$ cat config.mk
export PLATFORM = sky130hd
export DESIGN_NAME = clk_src_select
export DESIGN_NICKNAME = d
export VERILOG_FILES = /design/src/rtl/fsel_pkg.sv /design/src/rtl/fsel_strap_latch.sv /design/src/rtl/fsel_cfg_regs.sv /design/src/rtl/fsel_resolve.sv /design/src/rtl/fsel_commit.sv /design/src/rtl/clk_src_select.sv
export SDC_FILE = /design/constraint.sdc
export NUM_CORES = 1
export LEC_CHECK = 0
export BUFFER_PORTS_ARGS = -buffer_cell sky130_fd_sc_hd__buf_2
export CAP_MARGIN = 20
export CORE_MARGIN = 2
export CORE_UTILIZATION = 49
export CTS_BUF_LIST = sky130_fd_sc_hd__clkbuf_8
export DETAILED_ROUTE_END_ITERATION = 7
export PLACE_DENSITY = 0.7
export RECOVER_POWER = 25
export SYNTH_ARGS = -nofsm -noshare
export SYNTH_HDL_FRONTEND = slang
export SYNTH_SLANG_ARGS = --single-unit
$ cat constraint.sdc
create_clock -name clk -period 2.7 [get_ports clk]
set_clock_uncertainty 0.1 [all_clocks]
set_input_delay 0.135 -clock clk [delete_from_list [all_inputs] [get_ports clk]]
set_output_delay 0.135 -clock clk [all_outputs]
set_load 0.005 [all_outputs]
$ cat src/rtl/fsel_pkg.sv
package fsel_pkg;
  localparam int CODE_W = 5;
  localparam int N_W    = 8;
  localparam int M_W    = 7;
  localparam int DATA_W = 8;
  localparam int ADDR_W = 3;

  localparam int CTRL_OVR_BIT  = 5;
  localparam int CTRL_PROG_BIT = 6;
  localparam int RM_SEL_BIT    = 7;

  typedef enum logic [ADDR_W-1:0] {
    A_CTRL = 3'd0,
    A_N    = 3'd1,
    A_M    = 3'd2,
    A_RN   = 3'd3,
    A_RM   = 3'd4
  } cfg_addr_e;

  typedef struct packed {
    logic              prog;
    logic [CODE_W-1:0] code;
    logic [N_W-1:0]    n;
    logic [M_W-1:0]    m;
  } setting_t;
endpackage

$ cat src/rtl/fsel_strap_latch.sv
module fsel_strap_latch #(
  parameter int W = 5
) (
  input  logic         clk,
  input  logic         rst_n,
  input  logic         sample_en,
  input  logic [W-1:0] pins,
  output logic [W-1:0] held
);
  logic [W-1:0] held_d;

  always_comb begin
    held_d = held;
    if (sample_en) held_d = pins;
  end

  always_ff @(posedge clk or negedge rst_n) begin
    if (!rst_n) held <= '0;
    else        held <= held_d;
  end
endmodule

$ cat src/rtl/fsel_cfg_regs.sv
module fsel_cfg_regs
  import fsel_pkg::*;
(
  input  logic              clk,
  input  logic              rst_n,
  input  logic              we,
  input  logic [ADDR_W-1:0] addr,
  input  logic [DATA_W-1:0] wdata,
  output logic [CODE_W-1:0] sw_code,
  output logic              ovr,
  output logic              prog_en,
  output logic [N_W-1:0]    n_reg,
  output logic [M_W-1:0]    m_reg,
  output logic [N_W-1:0]    rn_reg,
  output logic [M_W-1:0]    rm_reg,
  output logic              rsel
);
  logic en_ctrl, en_n, en_m, en_rn, en_rm;

  always_comb begin
    en_ctrl = 1'b0;
    en_n    = 1'b0;
    en_m    = 1'b0;
    en_rn   = 1'b0;
    en_rm   = 1'b0;
    if (we) begin
      case (addr)
        A_CTRL:  en_ctrl = 1'b1;
        A_N:     en_n    = 1'b1;
        A_M:     en_m    = 1'b1;
        A_RN:    en_rn   = 1'b1;
        A_RM:    en_rm   = 1'b1;
        default: ;
      endcase
    end
  end

  always_ff @(posedge clk or negedge rst_n) begin
    if (!rst_n) begin
      sw_code <= '0;
      ovr     <= 1'b0;
      prog_en <= 1'b0;
      n_reg   <= '0;
      m_reg   <= '0;
      rn_reg  <= '0;
      rm_reg  <= '0;
      rsel    <= 1'b0;
    end else begin
      if (en_ctrl) begin
        sw_code <= wdata[CODE_W-1:0];
        ovr     <= wdata[CTRL_OVR_BIT];
        prog_en <= wdata[CTRL_PROG_BIT];
      end
      if (en_n)  n_reg  <= wdata[N_W-1:0];
      if (en_m)  m_reg  <= wdata[M_W-1:0];
      if (en_rn) rn_reg <= wdata[N_W-1:0];
      if (en_rm) begin
        rm_reg <= wdata[M_W-1:0];
        rsel   <= wdata[RM_SEL_BIT];
      end
    end
  end
endmodule

$ cat src/rtl/fsel_resolve.sv
module fsel_resolve
  import fsel_pkg::*;
(
  input  logic [CODE_W-1:0] strap_q,
  input  logic [CODE_W-1:0] sw_code,
  input  logic              ovr,
  input  logic              prog_en,
  input  logic [N_W-1:0]    n_reg,
  input  logic [M_W-1:0]    m_reg,
  input  logic [N_W-1:0]    rn_reg,
  input  logic [M_W-1:0]    rm_reg,
  input  logic              rsel,
  input  logic              recover,
  output setting_t          cand,
  output logic              invalid
);
  localparam int CMP_W = N_W + 1;

  logic [CODE_W-1:0] picked;

  always_comb begin
    picked = ovr ? sw_code : strap_q;
    cand   = '{prog: 1'b0, code: picked, n: '0, m: '0};
    if (recover) begin
      if (rsel) cand = '{prog: 1'b1, code: picked, n: rn_reg, m: rm_reg};
      else      cand = '{prog: 1'b0, code: strap_q, n: '0, m: '0};
    end else if (prog_en) begin
      cand = '{prog: 1'b1, code: picked, n: n_reg, m: m_reg};
    end
    invalid = cand.prog &&
              (CMP_W'(cand.n) <= CMP_W'(cand.m));
  end
endmodule

$ cat src/rtl/fsel_commit.sv
module fsel_commit
  import fsel_pkg::*;
(
  input  logic     clk,
  input  logic     rst_n,
  input  setting_t cand,
  input  logic     invalid,
  input  logic     recover,
  output setting_t active,
  output logic     err,
  output logic     pulse
);
  setting_t active_d;
  logic     err_d, pulse_d, take;

  always_comb begin
    take     = !invalid;
    active_d = take ? cand : active;
    err_d    = invalid;
    pulse_d  = take && (cand != active) && !recover;
  end

  always_ff @(posedge clk or negedge rst_n) begin
    if (!rst_n) begin
      active <= '0;
      err    <= 1'b0;
      pulse  <= 1'b0;
    end else begin
      active <= active_d;
      err    <= err_d;
      pulse  <= pulse_d;
    end
  end
endmodule

$ cat src/rtl/clk_src_select.sv
module clk_src_select
  import fsel_pkg::*;
#(
  parameter int SYNC_STAGES = 2
) (
  input  logic              clk,
  input  logic              rst_n,
  input  logic              pwr_good,
  input  logic [CODE_W-1:0] strap_code,
  input  logic              cfg_we,
  input  logic [ADDR_W-1:0] cfg_addr,
  input  logic [DATA_W-1:0] cfg_wdata,
  input  logic              wd_recover,
  output logic [CODE_W-1:0] strap_latched,
  output logic [CODE_W-1:0] ratio_code,
  output logic [N_W-1:0]    cpu_n,
  output logic [M_W-1:0]    cpu_m,
  output logic              prog_mode,
  output logic              setting_err,
  output logic              freq_change
);
  logic [SYNC_STAGES-1:0] rst_sync;
  logic                   rst_int_n;

  always_ff @(posedge clk or negedge rst_n) begin
    if (!rst_n) rst_sync <= '0;
    else        rst_sync <= {rst_sync[SYNC_STAGES-2:0], 1'b1};
  end
  assign rst_int_n = rst_sync[SYNC_STAGES-1];

  logic [CODE_W-1:0] sw_code;
  logic              ovr, prog_en, rsel, invalid;
  logic [N_W-1:0]    n_reg, rn_reg;
  logic [M_W-1:0]    m_reg, rm_reg;
  setting_t          cand, active;

  fsel_strap_latch #(.W(CODE_W)) u_strap (
    .clk(clk), .rst_n(rst_int_n), .sample_en(pwr_good),
    .pins(strap_code), .held(strap_latched)
  );

  fsel_cfg_regs u_regs (
    .clk(clk), .rst_n(rst_int_n), .we(cfg_we), .addr(cfg_addr),
    .wdata(cfg_wdata), .sw_code(sw_code), .ovr(ovr), .prog_en(prog_en),
    .n_reg(n_reg), .m_reg(m_reg), .rn_reg(rn_reg), .rm_reg(rm_reg),
    .rsel(rsel)
  );

  fsel_resolve u_res (
    .strap_q(strap_latched), .sw_code(sw_code), .ovr(ovr),
    .prog_en(prog_en), .n_reg(n_reg), .m_reg(m_reg), .rn_reg(rn_reg),
    .rm_reg(rm_reg), .rsel(rsel), .recover(wd_recover),
    .cand(cand), .invalid(invalid)
  );

  fsel_commit u_commit (
    .clk(clk), .rst_n(rst_int_n), .cand(cand), .invalid(invalid),
    .recover(wd_recover), .active(active), .err(setting_err),
    .pulse(freq_change)
  );

  assign ratio_code = active.code;
  assign cpu_n      = active.n;
  assign cpu_m      = active.m;
  assign prog_mode  = active.prog;
endmodule

==> flow_summary.ini <==
[synth]
synth.distinct_cells = 51
syn_area_mm2 = 0.003532
synth_edf_count = 0
netlist_instances = 319
synthFlopType = dfrtp_1
async_flop_share_pct = 100.0
seq_area_frac_synth_pct = 48.18
ys_ff_latch = 68
yosysWarnings = 0
synthesis.nets = 347
synth_area_per_cell_um2 = 11.07

[place]
post-place-ws_ps = -17.27
numPortBuffers = 48
hpwl_um = 6649
place_inst = 470
gp_congestion = 0.9830

[worst_setup_path]
critical-path-slowest-cell = dfrtp_1
crit_chain = and2_4 > a22o_1 > ha_1 > a21o_1 > a221oi_4 > a211oi_4 > nor3_4 > buf_6 > mux2_4
cp-start-kind = flip-flop
crit_required_ps = 2830
rrSetupSlack_ps = 60
cp-startpoint = u_regs.rsel
cp-end-kind = flip-flop
max_stage_delay_ps = 390
reg2reg_to = u_commit.active[13]
arrival_ps = 2770
r2r-start = u_regs.rsel
crit_type = flip-flop to flip-flop
crit_fanout = 13
rr_worst_depth = 9

[global_routing]
grt_use_met2_pct = 33.99
antenna_found_initial = 0
busiest_layer = met1
grt_pass1_wl_um = 14060
grt_overflow = 0
grt_use_total_pct = 24.03
grt_max_degree = 38
met3_usage_pct = 3.416
grt_use_met1_pct = 36.38
first_global_vias = 2691

[layout]
largest_register_ffs = 21
area_growth_syn_to_layout_pct = 25.12
drive_gt1_share_pct = 34.47
nFillCells = 584
fin_nets = 432
final_common_cell = dfrtp_1
final_cells = 505
final_core_util_pct = 64.34
diodes = 0
final_cell_mix = dfrtp_1 (68), buf_2 (47), mux2_2 (39)

[drt]
drt_iter0_markers = 287
avgRoutedWirePerCell_um = 17.73
vias = 2851
ant_nets = 0
vias_per_cell = 5.646
drt_wl_total_um = 8955
drc = 0
drt-pass1-iter-count = 5

[timing]
worst_pin_slew_ps = 1217
rsz0062_at_grt = true
setup_ws_ps = 56.95
tns_ps = 0
max_freq_mhz = 378.4
hold_violations = 0
period_needed_ps = 2643
setup_violations = 0
drv_slew = 0
holdWs_ps = 20.93
slew_headroom_pct = 18.83
finalCritPeriodShare_pct = 97.89

[pwr]
p_leak_uw = 0.002016
ir_drop_uv = 358.3
power_density_mw_per_mm2 = 896.5

[die]
dieArea_mm2 = 0.007903
die_w_um = 88.90
top_level_ports = 49
die_y_um = 88.90
row_count = 30
start_util_pct = 51.42
coreArea_mm2 = 0.006869

[clocking]
cts_tree = built
clock_sinks = 68
clk_latency_ps = 340
cts_root_buf = clkbuf_8
path_clk_slew_ps = 80
clockBufferDepth = 2
htreeDepth = 3
cts_made_buffers = 9

[job]
drv_cap = 0

[run_status]
outcome = complete, no violations

[hold_path]
whs_path_depth = 2
min_from = cfg_wdata[4]
min_path_type = primary input to flip-flop
whs_endpoint = u_regs.m_reg[4]
[report_power, final]
part / internal, uW / switching [uW]
Clock: 423 / 405
Sequential: 1280 / 352
Combinational: 794 / 706
[worst max path at each step]
stage | end | slack, ps
4_1_cts | u_commit.pulse | 10
5_1_grt | u_commit.pulse | -70
3_5_place_dp | u_commit.pulse | -20
3_3_place_gp | u_commit.pulse | 50
2_1_floorplan | u_commit.active[0] | -80
6_report | u_commit.active[13] | 60
[logic make-up (layout without fill, tap and decap cells)]
kind of cell / after synthesis / count (layout) / share of synthesized area, %
flip-flops: 68 / 68 / 48.18
XOR/XNOR: 9 / 9 / 2.232
multiplexers: 57 / 57 / 17.89
AND/OR/NAND/NOR: 68 / 68 / 10.06
adder cells (fa/ha/maj): 7 / 7 / 2.480
other: 1 / 1 / 0.1062
AO/OA/AOI/OAI: 75 / 75 / 14.67
buffers and inverters: 34 / 124 / 4.392
[through the flow]
step	area (um2)	power, uW
final	4419	3962
after global routing	4419	4194
after CTS	4357	3868
after detailed placement	3985	3015
after global placement	3985	2975
after floorplan	3563	2500
[worst max-delay path: cells and delay by family (launching register included)]
kind                       cells  cell delay [ps]
muxes                          1              310
buffers and inverters          1              180
adders and majority gates      1              320
DFF                            1              390
and+or+nand+nor                2              390
AOI/OAI and AO/OA              4              840
[cells in the mapped netlist (2+ instances only)]
cell	n	share of area, %
a31oi_1	4	0.71
ha_1	7	2.5
mux2i_1	14	4.0
a21oi_1	5	0.71
and3_1	3	0.53
nor3_1	4	0.57
clkbuf_1	6	0.64
mux2_2	41	13
a211oi_1	2	0.42
inv_1	23	2.4
a21o_1	3	0.64
a2111oi_0	2	0.50
o22ai_1	10	1.8
dfrtp_1	68	48
nor4_1	3	0.53
nand2_1	20	2.1
nand3b_1	5	1.1
mux2_4	2	0.85
a22o_1	8	2.0
nor2_1	17	1.8
a22oi_1	10	2.1
o21ai_0	20	2.8
xnor2_1	8	2.0
buf_2	3	0.42
nand3_1	5	0.71
[repair_timing]
action,4_1_cts,5_1_grt
endpoints found under the setup margin,5,15
endpoints found under the hold margin,39,0
resized for setup,3,9
gates cloned,0,0
pin swaps,1,2
buffers inserted,0,2
hold buffers,17,0
[layer usage]
metal / part of all wire [%] / vias to the layer above
met5: 0 / -
met4: 1.7 / 0
met3: 6.0 / 12
met2: 44 / 108
met1: 48 / 1399
li1: - / 1332
[final cells by class]
class	count	area [um2]	share of cell area, %
multi-input cells	217	1740	39.38
inverters	23	86.33	1.954
clock inverters	7	67.56	1.529
clock buffers	9	123.9	2.803
flip-flops and latches	68	1702	38.51
well taps	96	120.1	2.718
repair buffers	85	579.3	13.11
Power figures use the tool's default switching activity.
